[src/rtl/rx_poll_pkg.sv]
package rx_poll_pkg;

  typedef enum logic [2:0] {
    ST_SLEEP = 3'd0,
    ST_PLL   = 3'd1,
    ST_SIG   = 3'd2,
    ST_CHECK = 3'd3,
    ST_RECV  = 3'd4,
    ST_IDLE  = 3'd5
  } seqState_t;

  // Strobes from the control FSM to the timing datapath
  typedef struct packed {
    logic loadSleep;
    logic loadPll;
    logic loadSig;
    logic setCtl;
  } seqStrobe_t;

endpackage

[src/rtl/rx_poll_timer.sv]
module rx_poll_timer
  import rx_poll_pkg::*;
#(
  parameter int HALF_DIV   = 2,
  parameter int SLEEP_W    = 5,
  parameter int UNIT_SHIFT = 10,
  parameter int EXT_SHIFT  = 3,
  parameter int PLL_HALF   = 1597,
  parameter int SIG_HALF0  = 1764,
  parameter int SIG_HALF1  = 996,
  parameter int SIG_HALF2  = 612,
  parameter int SIG_HALF3  = 420
) (
  input  logic               clk,
  input  logic               rst,
  input  seqStrobe_t         strobe,
  input  logic [SLEEP_W-1:0] sleepField,
  input  logic               sleepExt,
  input  logic [1:0]         baudRange,
  output logic               expired,
  output logic               supplyEn,
  output logic               clkOn,
  output logic               opMode0
);

  localparam int SLEEP_BITS = SLEEP_W + UNIT_SHIFT + 1 + EXT_SHIFT;
  localparam int PLL_BITS   = $clog2(PLL_HALF + 1);
  localparam int TIMER_W    = (SLEEP_BITS > PLL_BITS) ? SLEEP_BITS : PLL_BITS;
  localparam int PRE_W      = (HALF_DIV > 1) ? $clog2(HALF_DIV) : 1;

  logic [TIMER_W-1:0] timerQ;
  logic [TIMER_W-1:0] sleepBase;
  logic [TIMER_W-1:0] sleepHalf;
  logic [TIMER_W-1:0] sigHalf;
  logic               halfTick;

  // Sleep length in half-periods: field * 1024 * 2, optionally * 8
  always_comb begin
    sleepBase = TIMER_W'(sleepField) << (UNIT_SHIFT + 1);
    sleepHalf = sleepExt ? (sleepBase << EXT_SHIFT) : sleepBase;
  end

  always_comb begin
    case (baudRange)
      2'd0:    sigHalf = TIMER_W'(SIG_HALF0);
      2'd1:    sigHalf = TIMER_W'(SIG_HALF1);
      2'd2:    sigHalf = TIMER_W'(SIG_HALF2);
      default: sigHalf = TIMER_W'(SIG_HALF3);
    endcase
  end

  // Half-period tick; the prescaler restarts whenever a timed state is entered
  generate
    if (HALF_DIV == 1) begin : g_noDiv
      assign halfTick = 1'b1;
    end else begin : g_div
      logic [PRE_W-1:0] preCnt;
      logic             anyLoad;
      assign anyLoad  = strobe.loadSleep | strobe.loadPll | strobe.loadSig;
      assign halfTick = (preCnt == PRE_W'(HALF_DIV - 1));
      always_ff @(posedge clk) begin
        if (rst || anyLoad)  preCnt <= '0;
        else if (halfTick)   preCnt <= '0;
        else                 preCnt <= preCnt + 1'b1;
      end
    end
  endgenerate

  always_ff @(posedge clk) begin
    if (rst)                    timerQ <= sleepHalf;
    else if (strobe.loadSleep)  timerQ <= sleepHalf;
    else if (strobe.loadPll)    timerQ <= TIMER_W'(PLL_HALF);
    else if (strobe.loadSig)    timerQ <= sigHalf;
    else if (halfTick && (timerQ != '0)) timerQ <= timerQ - 1'b1;
  end

  // Interval ends on the tick that would take the count to zero
  assign expired = (timerQ == '0) | (halfTick & (timerQ == TIMER_W'(1)));

  always_ff @(posedge clk) begin
    if (rst) begin
      supplyEn <= 1'b0;
      clkOn    <= 1'b0;
      opMode0  <= 1'b0;
    end else if (strobe.setCtl) begin
      supplyEn <= 1'b1;
      clkOn    <= 1'b1;
      opMode0  <= 1'b1;
    end
  end

endmodule

[src/rtl/rx_poll_fsm.sv]
module rx_poll_fsm
  import rx_poll_pkg::*;
(
  input  logic       clk,
  input  logic       rst,
  input  logic       expired,
  input  logic       bitCheckValid,
  input  logic       bitCheckPass,
  input  logic       forceIdle,
  input  logic       opMode0,
  input  logic       sleepNonZero,
  output seqStrobe_t strobe,
  output logic       pllEn,
  output logic       sigEn,
  output logic       checkEn,
  output logic       rxActive
);

  seqState_t stateQ, stateD;

  always_comb begin
    stateD = stateQ;
    strobe = '0;
    case (stateQ)
      ST_SLEEP: if (expired) begin
        stateD = ST_PLL;
        strobe.loadPll = 1'b1;
      end
      ST_PLL: if (expired) begin
        stateD = ST_SIG;
        strobe.loadSig = 1'b1;
      end
      ST_SIG: if (expired) stateD = ST_CHECK;
      ST_CHECK: if (bitCheckValid) begin
        if (bitCheckPass) begin
          stateD = ST_RECV;
          strobe.setCtl = 1'b1;
        end else if (!opMode0 && sleepNonZero) begin
          stateD = ST_SLEEP;
          strobe.loadSleep = 1'b1;
        end
      end
      // Bit errors are not routed here: only the idle request leaves receiving
      ST_RECV: if (forceIdle) stateD = ST_IDLE;
      ST_IDLE: if (!forceIdle) begin
        stateD = ST_PLL;
        strobe.loadPll = 1'b1;
      end
      default: stateD = ST_SLEEP;
    endcase
  end

  always_ff @(posedge clk) begin
    if (rst) stateQ <= ST_SLEEP;
    else     stateQ <= stateD;
  end

  always_comb begin
    pllEn    = 1'b0;
    sigEn    = 1'b0;
    checkEn  = 1'b0;
    rxActive = 1'b0;
    case (stateQ)
      ST_PLL:   pllEn = 1'b1;
      ST_SIG:   begin pllEn = 1'b1; sigEn = 1'b1; end
      ST_CHECK: begin pllEn = 1'b1; sigEn = 1'b1; checkEn = 1'b1; end
      ST_RECV:  begin pllEn = 1'b1; sigEn = 1'b1; rxActive = 1'b1; end
      default:  ;
    endcase
  end

endmodule

[src/rtl/rx_poll_sequencer.sv]
module rx_poll_sequencer
  import rx_poll_pkg::*;
#(
  parameter int HALF_DIV   = 2,
  parameter int SLEEP_W    = 5,
  parameter int UNIT_SHIFT = 10,
  parameter int EXT_SHIFT  = 3,
  parameter int PLL_HALF   = 1597,
  parameter int SIG_HALF0  = 1764,
  parameter int SIG_HALF1  = 996,
  parameter int SIG_HALF2  = 612,
  parameter int SIG_HALF3  = 420
) (
  input  logic               clk,
  input  logic               rst,
  input  logic [SLEEP_W-1:0] sleepField,
  input  logic               sleepExt,
  input  logic [1:0]         baudRange,
  input  logic               bitCheckValid,
  input  logic               bitCheckPass,
  input  logic               forceIdle,
  input  logic               rxDataIn,
  output logic               pllEn,
  output logic               sigEn,
  output logic               checkEn,
  output logic               rxActive,
  output logic               supplyEn,
  output logic               clkOn,
  output logic               opMode0,
  output logic               serialOut
);

  seqStrobe_t strobe;
  logic       expired;

  rx_poll_fsm u_fsm (
    .clk          (clk),
    .rst          (rst),
    .expired      (expired),
    .bitCheckValid(bitCheckValid),
    .bitCheckPass (bitCheckPass),
    .forceIdle    (forceIdle),
    .opMode0      (opMode0),
    .sleepNonZero (|sleepField),
    .strobe       (strobe),
    .pllEn        (pllEn),
    .sigEn        (sigEn),
    .checkEn      (checkEn),
    .rxActive     (rxActive)
  );

  rx_poll_timer #(
    .HALF_DIV  (HALF_DIV),
    .SLEEP_W   (SLEEP_W),
    .UNIT_SHIFT(UNIT_SHIFT),
    .EXT_SHIFT (EXT_SHIFT),
    .PLL_HALF  (PLL_HALF),
    .SIG_HALF0 (SIG_HALF0),
    .SIG_HALF1 (SIG_HALF1),
    .SIG_HALF2 (SIG_HALF2),
    .SIG_HALF3 (SIG_HALF3)
  ) u_timer (
    .clk       (clk),
    .rst       (rst),
    .strobe    (strobe),
    .sleepField(sleepField),
    .sleepExt  (sleepExt),
    .baudRange (baudRange),
    .expired   (expired),
    .supplyEn  (supplyEn),
    .clkOn     (clkOn),
    .opMode0   (opMode0)
  );

  assign serialOut = rxActive & rxDataIn;

endmodule

[config.mk]
export PLATFORM = sky130hd
export DESIGN_NAME = rx_poll_sequencer
export DESIGN_NICKNAME = d
export VERILOG_FILES = /design/src/rtl/rx_poll_pkg.sv /design/src/rtl/rx_poll_timer.sv /design/src/rtl/rx_poll_fsm.sv /design/src/rtl/rx_poll_sequencer.sv
export SDC_FILE = /design/constraint.sdc
export NUM_CORES = 1
export LEC_CHECK = 0
export BUFFER_PORTS_ARGS = -buffer_cell sky130_fd_sc_hd__buf_2
export CAP_MARGIN = 25
export CORE_ASPECT_RATIO = 0.75
export CORE_UTILIZATION = 55
export DETAILED_ROUTE_END_ITERATION = 12
export GPL_TIMING_DRIVEN = 0
export PLACE_DENSITY_LB_ADDON = 0.25
export SYNTH_ARGS = -nofsm -noshare
export SYNTH_HDL_FRONTEND = slang
export SYNTH_HIERARCHICAL = 1
export SYNTH_SLANG_ARGS = --single-unit
[constraint.sdc]
create_clock -name clk -period 6.2 [get_ports clk]
set_clock_uncertainty 0.15 [all_clocks]
set_input_delay 0 -clock clk [delete_from_list [all_inputs] [get_ports clk]]
set_output_delay 0 -clock clk [all_outputs]
set_load 0.01 [all_outputs]
# Word-level counts from Yosys, hierarchy flattened
# Cells that the tools add are included.
# Widths: inputs -> output; s select.
[totals]
word_cells = 71
input_bits = 14
register_bits = 24
out_inout_bits = 8
[classes]
n_reduce_logical = 14
n_eq_ne = 15
bitwise_logic = 5
muxes = 31
add_sub_neg = 2
[ops]
columns = ["operator", "count"]
rows = [
  ["$mux 19", 6],
  ["$pmux 11 s3", 1],
  ["$mux 3", 8],
  ["$eq 19x1->1 const B", 1],
  ["$logic_not 19->1", 1],
  ["$reduce_bool 19->1", 1],
  ["$sub 19x1->19 const B", 1],
  ["$pmux 3 s6", 1],
  ["$mux 1", 14],
  ["$ne 2x2->1 const B", 6],
  ["$reduce_and 7->1", 1],
  ["$eq 3x2->1 const B", 2],
  ["$eq 3x3->1 const B", 2],
  ["$reduce_bool 5->1", 1],
  ["$reduce_or 5->1", 1],
  ["$reduce_or 4->1", 1],
  ["$eq 3x1->1 const B", 1],
  ["$logic_not 3->1", 1],
  ["$ne 3x2->1 const B", 1],
  ["$or 1x1->1", 3],
  ["$reduce_or 3->1", 1],
  ["$and 1x1->1", 2],
  ["$eq 2x1->1 const B", 1],
  ["$eq 2x2->1 const B", 1],
  ["7 further kinds", 8],
]

# Logic depth before layout (Yosys ltp)
# Gate-level depths: netlist of the first run.
[depth]
word_depth = 10
ltp_mapped = 12
depth_no_buf = 12

# Modules after synthesis
# The synthesis of the first run kept the hierarchy.
[by_module_without_submodules]
columns = ["module", "area_per_inst_um2", "seq_area_each_um2", "n_inst", "cells_per_inst"]
rows = [
  ["rx_poll_timer", 1351.3, 610.6, 1, 134],
  ["rx_poll_fsm", 310.3, 60.1, 1, 37],
  ["rx_poll_sequencer", 18.8, 0.0, 1, 4],
]

# Least setup slack after synthesis of the first run
# No wires, ideal clock.
[synth_path]
path_kind = "register to register"
from = "register u_timer.timerQ[5]"
to = "register u_timer.timerQ[18], data pin"
period_less_slack_ns = 2.936
stages_incl_launch_ff = 11
t_required_ns = 5.785
setup_time_ns = 0.265
n_path_buf = 1
t_arrival_ns = 2.520
slack_ns = 3.264
cell_sequence = "edfxtp_1 -> nor4_4 -> buf_2 -> nand3_1 -> nor3_1 -> a2bb2oi_1 -> nor2_1 -> nor2_1 -> nand2_1 -> nor4_1 -> or3_1"
[synth_rtl]
columns = ["item", "line", "source"]
rows = [
  ["start, declared", "rx_poll_timer.sv:31", "logic [TIMER_W-1:0] timerQ;"],
  ["start signal, assigned", "rx_poll_timer.sv:70", "if (rst) timerQ <= sleepHalf;"],
  ["start signal, assigned", "rx_poll_timer.sv:71", "else if (strobe.loadSleep) timerQ <= sleepHalf;"],
  ["start signal, assigned", "rx_poll_timer.sv:72", "else if (strobe.loadPll) timerQ <= TIMER_W'(PLL_HALF);"],
]

==> run metrics, run 1 <==
DP Cell Count=232; part of the power in the clock network=0.236; Routed Antenna Nets=0; pwr dens=202 nW/µm²; largest net degree at the start of global routing=20; Die X=65.8 µm; post-synthesis async set-or-reset flop share=0; placed instance area=1830 µm²; Post-Syn Area=1680 µm²; HPWL Detailed=2860 µm; Routed WL=3940 µm; CTS H-tree lvls=1; Crit path required time=6190 ps; first-pass GRT wire length=6550 µm; final std cells w/o fill=244; Lkg Pwr=0.779 nW; commonest cells after routing, fill and taps aside=buf_2, edfxtp_1, nor2_1, nand2_1, a21oi_1; final hold vios=0; wire per inst=16.1 µm; Post-synth EDFFs=19; proportion of layout cells with a drive suffix above 1=0.197; DRC violations left=0; Max Clk Rate=0.270 GHz; CTS root buf=clkbuf_8; Internal=0.000278 W; Rel. slew slack=0.440; Switching Fraction=0.297; most common cell after layout, fill and taps aside=buf_2; Slew Limit Fails=0; register share of total power=0.550; mean post-synth cell area=9.60 µm²; min cycle time layout=3700 ps; vias in the first global route=1397; Distinct cells, synth=52; clk_lat worst skew=260 ps; Yosys warning count=6; post-synthesis sequential area ratio=0.399; worst min-delay path category=input port to flop; setup slack on the worst flop-to-flop path=2500 ps; RR Endpoint=u_timer/timerQ[6]$_SDFFCE_PP0P_; GRT Util Overall=0.266; Die H=49.9 µm; post-CTS resize count=0; num rows=16; critical-path maximum fanout=10; Hold Path Origin=sleepField[4]; status=complete, no violations; drt initial violations=149; path depth of the worst reg2reg path=9; Synth Instances=175; data arrival time of the critical path=3690 ps; Post-CTS Setup Bufs=0; average via count per standard cell=6.22; Tot Pwr=0.000395 W; Setup CP Type=flop to flop; Yosys reg bits=24; endpoints failing setup=0; Layout area overhead=16.4%; antenna violations before repair=0; number of max-cap violations=0; Fin Setup TNS=0 ps; Clock Path Buffers=2; prevailing post-synth register cell=edfxtp_1; Port Buffers=21; Worst setup SP type=flop; Gate power share=0.214; die area=3280 µm²; 1st-pass router iterations=4; cts hold-fix bufs=8; Worst-path clk slew=80 ps; TritonCTS Buffers=3; final net count=225; via count=1518; Max VDD drop=0.000113 V; core box area=2740 µm²; # IOs=22; # diodes=0; post-layout util=0.713; CP Capture Type=flop; gr ovfl total=0; part of the cycle the worst path needs=0.597; Hold Crit Depth=3; RR Startpoint=u_timer/timerQ[5]$_SDFFCE_PP0P_; Sink Count=24; NetSw=0.000117 W; post-route cell area=1960 µm²; Slew @ Worst Pin=838 ps; Min-Delay Endpoint=u_timer/timerQ[15]$_DFFE_PP_; RSZ-0062 raised after global routing=no; Mapped Nets=191; CTS tree=built; routability-driven placement congestion ratio=0.861; Initial Util=0.613
-- cell families after synthesis --
family / after synthesis / share of synthesized area
muxes: 4 / 0.0238
and+or+nand+nor: 84 / 0.310
adders and majority gates: 2 / 0.0149
buffers and inverters: 12 / 0.0432
DFF: 24 / 0.399
xor gates and xnor gates: 12 / 0.0626
AOI/OAI and AO/OA: 37 / 0.146
-- metrics by stage --
stage | hold slack [ps] | setup WS [ps]
after detailed placement | 143 | 2580
after global placement | 120 | 2650
after floorplan | -77.6 | 3260
after global routing | 19.3 | 2200
final | 26.3 | 2500
after CTS | 19.0 | 2550
-- synthesized netlist by cell type, types with 2 or more instances --
| cell | number | area, µm² |
|---|---|---|
| a21o_1 | 2 | 15.0 |
| a21oi_1 | 10 | 50.1 |
| a311oi_1 | 2 | 17.5 |
| a31oi_1 | 3 | 18.8 |
| and2_1 | 2 | 12.5 |
| and3_1 | 4 | 25.0 |
| buf_4 | 3 | 22.5 |
| buf_6 | 2 | 22.5 |
| clkbuf_1 | 2 | 7.51 |
| dfxtp_1 | 5 | 100 |
| edfxtp_1 | 19 | 571 |
| ha_1 | 2 | 25.0 |
| inv_1 | 4 | 15.0 |
| mux2i_1 | 4 | 40.0 |
| nand2_1 | 13 | 48.8 |
| nand2b_1 | 2 | 12.5 |
| nand3_1 | 7 | 35.0 |
| nand3b_1 | 2 | 15.0 |
| nand4_1 | 4 | 25.0 |
| nand4b_1 | 3 | 26.3 |
| nor2_1 | 18 | 67.6 |
| nor2b_1 | 2 | 12.5 |
| nor3_1 | 6 | 30.0 |
| nor3_2 | 2 | 20.0 |
| nor3b_1 | 3 | 22.5 |
| nor4_4 | 2 | 42.5 |
| o21a_1 | 4 | 30.0 |
| o21ai_0 | 6 | 30.0 |
| o22ai_1 | 2 | 12.5 |
| or3_1 | 3 | 18.8 |
| xnor2_1 | 3 | 26.3 |
| xor2_1 | 9 | 78.8 |
-- state kept, by name, indices dropped and copies added (netlist names) --
| register | cells |
|---|---|
| u_timer/opMode0 | 1 |
| u_fsm/stateQ | 3 |
| u_timer/g_div.preCnt | 1 |
| u_timer/timerQ | 19 |
-- power groups by stage --
stage,clock (W),sequential (W),combinational [W]
after floorplan,0,0.000216,0.0000581
after global placement,0,0.000219,0.0000751
after detailed placement,0,0.000220,0.0000788
after CTS,0.0000953,0.000217,0.0000833
after global routing,0.0000992,0.000220,0.0000940
final,0.0000932,0.000218,0.0000847
-- layer usage --
layer,part of all wire,up-vias,GRT usage
met5,0,-,0
met3,0.071,4,0.0694
met4,0.0053,0,0.0652
met2,0.47,70,0.425
li1,-,718,-
met1,0.46,726,0.357
-- worst max-delay path, stage by stage, from the launching register on --
cell	delay [ps]
edfxtp_1	480
nor4_4	500
buf_2	310
nand3_1	90
nor3_1	360
and3b_1	360
clkbuf_1	380
a211oi_1	110
a311oi_1	240
dlygate4sd3_1	590
-- cell type report --
| type | instances | area, µm² |
|---|---|---|
| well taps | 36 | 45.0 |
| clock inverters | 1 | 3.75 |
| multi-input cells | 139 | 937 |
| repair buffers | 29 | 185 |
| fillers | 213 | 787 |
| flip-flops and latches | 24 | 671 |
| inverters | 4 | 15.0 |
| clock buffers | 3 | 41.3 |
| plain buffers | 8 | 57.6 |
-- worst max path at each step --
stage | startpoint | to | slack [ps] | cells after the start
after floorplan | u_timer/timerQ[5]$_SDFFCE_PP0P_ | u_timer/timerQ[18]$_DFFE_PP_ | 3260 | 10
after global placement | u_timer/timerQ[5]$_SDFFCE_PP0P_ | u_timer/timerQ[4]$_SDFFCE_PP0P_ | 2650 | 8
after detailed placement | u_timer/timerQ[5]$_SDFFCE_PP0P_ | u_timer/timerQ[10]$_SDFFCE_PP0P_ | 2580 | 8
after CTS | u_timer/timerQ[5]$_SDFFCE_PP0P_ | u_timer/timerQ[5]$_SDFFCE_PP0P_ | 2550 | 8
after global routing | u_timer/timerQ[5]$_SDFFCE_PP0P_ | u_timer/timerQ[2]$_SDFFCE_PP0P_ | 2200 | 8
final | u_timer/timerQ[5]$_SDFFCE_PP0P_ | u_timer/timerQ[6]$_SDFFCE_PP0P_ | 2500 | 9
Power figures use the tool's default switching activity.
==> run 2: changes to the inputs <==
- CORE_UTILIZATION: 55 -> 52
- clock period: 6.2 -> 3.3 ns (I/O delays scaled with it)
==> run metrics, run 2 (synthesized netlist as in run 1, its figures left out) <==
status=complete, no violations; critical-path maximum fanout=10 (unchanged); met1 global-route usage=0.332 (-0.0248); Crit path max-delay family=simple AND/OR/NAND/NOR gates; biggest regs=u_timer/timerQ: 19 flops, u_fsm/stateQ: 3 flops; worst slack, placed=-312 ps (-2890 ps); CTS H-tree lvls=1 (unchanged); 1st-pass router iterations=4 (unchanged); DP Cell Count=234 (+0.86%); Post-CTS Setup Bufs=0 (unchanged); Worst Slack Setup Final=212 ps (-2290 ps); RSZ-0062 raised after global routing=no; final hold vios=0 (unchanged); clk_lat worst skew=270 ps (about the same); min cycle time layout=3090 ps (-611 ps); Port Buffers=21 (unchanged); Initial Util=0.560 (-0.0524); Sink Count=24 (unchanged); via count=1472 (-3.0%); Setup CP Type=flop to flop; routability-driven placement congestion ratio=0.838 (-2.7%); HPWL Detailed=2710 µm (-5.2%); GRT Max-Usage Layer=met2; Switching Fraction=0.297 (about the same); average via count per standard cell=5.98 (-3.8%); post-layout util=0.661 (-0.0522); Lkg Pwr=0.785 nW (+0.74%); buffer and inverter count on the worst path=1 (-2); gr ovfl total=0 (unchanged); die area=3470 µm² (+5.6%); Gate power share=0.211 (-0.003); Clock Path Buffers=2 (unchanged); Max Clk Rate=0.324 GHz (+20%); # diodes=0 (unchanged); CP cell instances=nor4_4, buf_2, nand3_1, nor3_4, a2bb2oi_1, nor2_4, nor2_1, nand2_2, nor4_1, or3_1; number of fill cells=251 (+18%); CTS tree=built; Reg with most FFs=u_timer/timerQ; GRT Util Overall=0.251 (-0.0153); CP max stage cell=edfxtp_1; final std cells w/o fill=246 (+0.82%); Layout area overhead=17.9%; # IOs=22 (unchanged); Worst-path clk slew=90 ps (about the same); most common cell after layout, fill and taps aside=buf_2; commonest cells after routing, fill and taps aside=buf_2, edfxtp_1, nor2_1, nand2_1, a21oi_1; max FFs per register=19 (unchanged); part of the power in the clock network=0.241 (+0.005); pwr dens=376 nW/µm² (+86%); data arrival time of the critical path=2960 ps (-730 ps); Die X=67.6 µm (+2.8%); antenna violations before repair=0 (unchanged); Internal=0.000525 W (+89%); CTS root buf=clkbuf_8; core box area=3000 µm² (+9.4%); first-pass GRT wire length=6350 µm (-3.0%); Slew Limit Fails=0 (unchanged); NetSw=0.000221 W (+89%); final net count=225 (unchanged); worst min-delay path category=input port to flop; vias in the first global route=1348 (-3.5%); CP Capture Type=flop; Routed WL=3830 µm (-2.7%); biggest cell delay along the critical path=460 ps (-130 ps); Max VDD drop=0.000294 V (+160%); Slew @ Worst Pin=649 ps (-189 ps); Die H=51.2 µm (+2.7%); num rows=17 (+1); M3 GR Usage=0.0625 (-0.00694); drt initial violations=131 (-12%); TritonCTS Buffers=3 (unchanged); proportion of layout cells with a drive suffix above 1=0.216 (+0.0192); part of the cycle the worst path needs=0.936 (+0.339); wire per inst=15.6 µm (-3.5%); number of max-cap violations=0 (unchanged); register share of total power=0.548 (-0.002); Crit path required time=3170 ps (-3020 ps); Rel. slew slack=0.565 (+0.125); Worst setup SP type=flop; endpoints failing setup=0 (unchanged); DRC violations left=0 (unchanged); met2 usage=0.399 (-0.0258); largest net degree at the start of global routing=20 (unchanged); Routed Antenna Nets=0 (unchanged)
run 2: cell types whose count changed in the layout (fill, tap and decap cells not counted), sizes merged:
| cell | previous run | this run |
|---|---|---|
| clkinv | 1 | 0 |
| clkbuf | 5 | 6 |
run 2: layout make-up:
type / count / area [µm²] / area share
Buffer: 8 / 57.6 / 0.0290
Clock buffer: 4 / 45.0 / 0.0227
Inverter: 4 / 15.0 / 0.00758
Multi-Input combinational cell: 139 / 961 / 0.485
Sequential cell: 24 / 671 / 0.338
Tap cell: 38 / 47.5 / 0.0240
Timing Repair Buffer: 29 / 185 / 0.0934
run 2: power by group through the flow:
stage | clock network (W) | logic [W] | registers (W)
floorplan | 0 | 0.000109 | 0.000405
global placement | 0 | 0.000143 | 0.000411
detailed placement | 0 | 0.000148 | 0.000414
CTS | 0.000186 | 0.000156 | 0.000407
global route | 0.000199 | 0.000175 | 0.000413
finish | 0.000180 | 0.000158 | 0.000409
run 2: metal layers:
metal,part of all wire,up-vias
li1,-,721
met1,0.48,699
met2,0.45,48
met3,0.061,4
met4,0.0091,0
met5,0,-
run 2: path summary, 6_finish.rpt:
| kind | start | endpoint | slack, ps | cells past startpoint |
|---|---|---|---|---|
| max | u_timer/timerQ[5]$_SDFFCE_PP0P_ | u_timer/timerQ[18]$_DFFE_PP_ | 210 | 10 |
| min | sleepField[4] | u_timer/timerQ[15]$_DFFE_PP_ | 20 | 3 |
| max reg2reg | u_timer/timerQ[5]$_SDFFCE_PP0P_ | u_timer/timerQ[18]$_DFFE_PP_ | 210 | 10 |
| min reg2reg | u_timer/g_div.preCnt$_SDFF_PP0_ | u_timer/g_div.preCnt$_SDFF_PP0_ | 310 | 1 |
run 2: what timing repair did:
item / in CTS / in global routing
pin swaps: 0 / 1
gates cloned: 0 / 0
endpoints found under the hold margin: 10 / 0
hold buffers: 8 / 0
setup endpoints to repair: 21 / 20
resized for setup: 4 / 2
run 2: metrics by stage:
stage / hold WS (ps) / area [µm²] / setup TNS, ps / power, W
after detailed placement: 135 / 1830 / -6220 / 0.000562
after CTS: 19.3 / 1970 / 0 / 0.000750
final: 18.7 / 1980 / 0 / 0.000746
after floorplan: -77.6 / 1680 / 0 / 0.000514
after global routing: 22.1 / 1980 / 0 / 0.000787
after global placement: 126 / 1830 / -4730 / 0.000554
run 2: worst reg2reg max path, delay by kind of cell (launching register included):
family | cells | cell delay [ps]
buf+inv | 1 | 300
flops | 1 | 460
compound gates | 1 | 150
simple gates | 8 | 1790
==> run 3: changes to the inputs <==
- CORE_UTILIZATION: 52 -> 35
==> run metrics, run 3 (synthesized netlist as in run 1, its figures left out) <==
Port Buffers=21 (unchanged); footprint of the multi-input gates=960 µm² (-0.13%); status=complete, no violations; critical-path maximum fanout=10 (unchanged); Clock Path Buffers=2 (unchanged); wire per inst=14.3 µm (-7.9%); Die H=62.0 µm (+21%); Lkg Pwr=0.795 nW (+1.3%); HPWL Detailed=2720 µm (+0.48%); largest net degree at the start of global routing=20 (unchanged); core box area=4550 µm² (+52%); Routed Antenna Nets=0 (unchanged); drt initial violations=75 (-43%); Layout area overhead=20.8%; CTS root buf=clkbuf_8; number of max-cap violations=0 (unchanged); Slew @ Worst Pin=631 ps (-17.8 ps); via count=1415 (-3.9%); gr ovfl total=0 (unchanged); Worst setup SP type=flop; Max Clk Rate=0.327 GHz (+1.1%); TritonCTS Buffers=3 (unchanged); Rel. slew slack=0.577 (+0.0119); RSZ-0062 raised after global routing=no; GRT Util Overall=0.162 (-0.0887); Gate power share=0.217 (+0.006); most common cell after layout, fill and taps aside=buf_2; Switching Fraction=0.298 (+0.00172); post-route cell area=2030 µm² (+2.4%); data arrival time of the critical path=2930 ps (-30 ps); Worst-path clk slew=90 ps (about the same); # diodes=0 (unchanged); part of the cycle the worst path needs=0.926 (-0.00989); vias in the first global route=1211 (-10%); Max VDD drop=0.000200 V (-32%); Crit path required time=3180 ps (about the same); number of fill cells=435 (+73%); num rows=21 (+4); commonest cells after routing, fill and taps aside=buf_2, edfxtp_1, nor2_1, nand2_1, a21oi_1; Internal=0.000527 W (+0.48%); 1st-pass router iterations=4 (unchanged); biggest cell delay along the critical path=470 ps (about the same); part of the power in the clock network=0.240 (about the same); CTS tree=built; Reg with most FFs=u_timer/timerQ; proportion of layout cells with a drive suffix above 1=0.227 (+0.0111); NetSw=0.000224 W (+1.3%); CTS H-tree lvls=1 (unchanged); CP max stage cell=edfxtp_1; Setup CP Type=flop to flop; final hold vios=0 (unchanged); Die X=82.0 µm (+21%); DRC violations left=0 (unchanged); final net count=228 (+1.3%); # IOs=22 (unchanged); antenna violations before repair=0 (unchanged); Register Area=671 µm² (unchanged); average via count per standard cell=5.28 (-12%); CP cell instances=nor4_4, buf_2, nand3_1, nor3_2, a2bb2oi_1, nor2_4, nor2_1, nand2_2, nor4_1, or3_1; die area=5090 µm² (+47%); register share of total power=0.544 (-0.004); placed instance area=1860 µm² (+1.3%); clk_lat worst skew=270 ps (about the same); Slew Limit Fails=0 (unchanged); biggest regs=u_timer/timerQ: 19 flops, u_fsm/stateQ: 3 flops; pwr dens=370 nW/µm² (-1.6%); min cycle time layout=3060 ps (-32.7 ps); routability-driven placement congestion ratio=0.748 (-11%); Tot Pwr=0.000752 W (+0.72%); endpoints failing setup=0 (unchanged); Routed WL=3850 µm (+0.29%); Sink Count=24 (unchanged); Initial Util=0.370 (-0.191); max FFs per register=19 (unchanged); worst min-delay path category=input port to flop; CP Capture Type=flop; first-pass GRT wire length=6070 µm (-4.5%)
run 3: changes by cell type in the layout (fill, tap and decap cells not counted):
cell and change:
clkinv_1 +1, buf_4 +2, dlygate4sd3_1 +1, nor3_4 -1, nor3_1 -1, nor3_2 +2, clkbuf_1 -1
run 3: worst max-delay path: cells and delay by family, from the launching register on:
kind | cells | cell delay [ps]
AO/OA/AOI/OAI | 1 | 150
buffers and inverters | 1 | 290
flip-flops | 1 | 470
AND/OR/NAND/NOR | 8 | 1750
run 3: cell type report:
type | instances | area share
multi-input combinational | 139 | 0.473
sequential | 24 | 0.330
timing repair buffer | 32 | 0.104
tap | 57 | 0.0351
buffer | 8 | 0.0284
clock buffer | 3 | 0.0203
inverter | 4 | 0.00740
clock inverter | 1 | 0.00185
run 3: what timing repair did:
item | 4_1_cts | 5_1_grt
resized for setup | 4 | 2
hold buffers | 9 | 0
hold endpoints to repair | 11 | 0
pin swaps | 0 | 1
setup buffers | 0 | 2
endpoints found under the setup margin | 27 | 21
run 3: metal layers:
metal | share of wire | GRT usage
met5 | 0 | 0
met1 | 0.54 | 0.246
met2 | 0.41 | 0.227
met3 | 0.042 | 0.0409
met4 | 0.0094 | 0.0401
run 3: worst paths after layout:
path / from / endpoint / slack (ps) / depth (start not counted)
min reg2reg: u_timer/g_div.preCnt$_SDFF_PP0_ / u_timer/g_div.preCnt$_SDFF_PP0_ / 300 / 1
max: u_timer/timerQ[5]$_SDFFCE_PP0P_ / u_timer/timerQ[18]$_DFFE_PP_ / 240 / 10
min: sleepField[4] / u_timer/timerQ[15]$_DFFE_PP_ / 20 / 3
max reg2reg: u_timer/timerQ[5]$_SDFFCE_PP0P_ / u_timer/timerQ[18]$_DFFE_PP_ / 240 / 10
run 3: power groups by stage:
stage / combinational, W / sequential [W] / clock [W]
after global placement: 0.000145 / 0.000414 / 0
after CTS: 0.000156 / 0.000408 / 0.000191
after detailed placement: 0.000147 / 0.000415 / 0
after floorplan: 0.000109 / 0.000405 / 0
final: 0.000163 / 0.000408 / 0.000180
after global routing: 0.000183 / 0.000414 / 0.000197
run 3: per-stage QoR:
| step | std cells | hold slack, ps | util | setup WS [ps] | TNS, ps |
|---|---|---|---|---|---|
| global placement | 253 | 131 | 0.408 | -443 | -9230 |
| CTS | 266 | 14.5 | 0.441 | 16.0 | 0 |
| finish | 268 | 19.3 | 0.446 | 245 | 0 |
| global route | 268 | 22.7 | 0.446 | 74.4 | 0 |
| detailed placement | 253 | 132 | 0.408 | -443 | -9060 |
| floorplan | 175 | -77.6 | - | 364 | 0 |
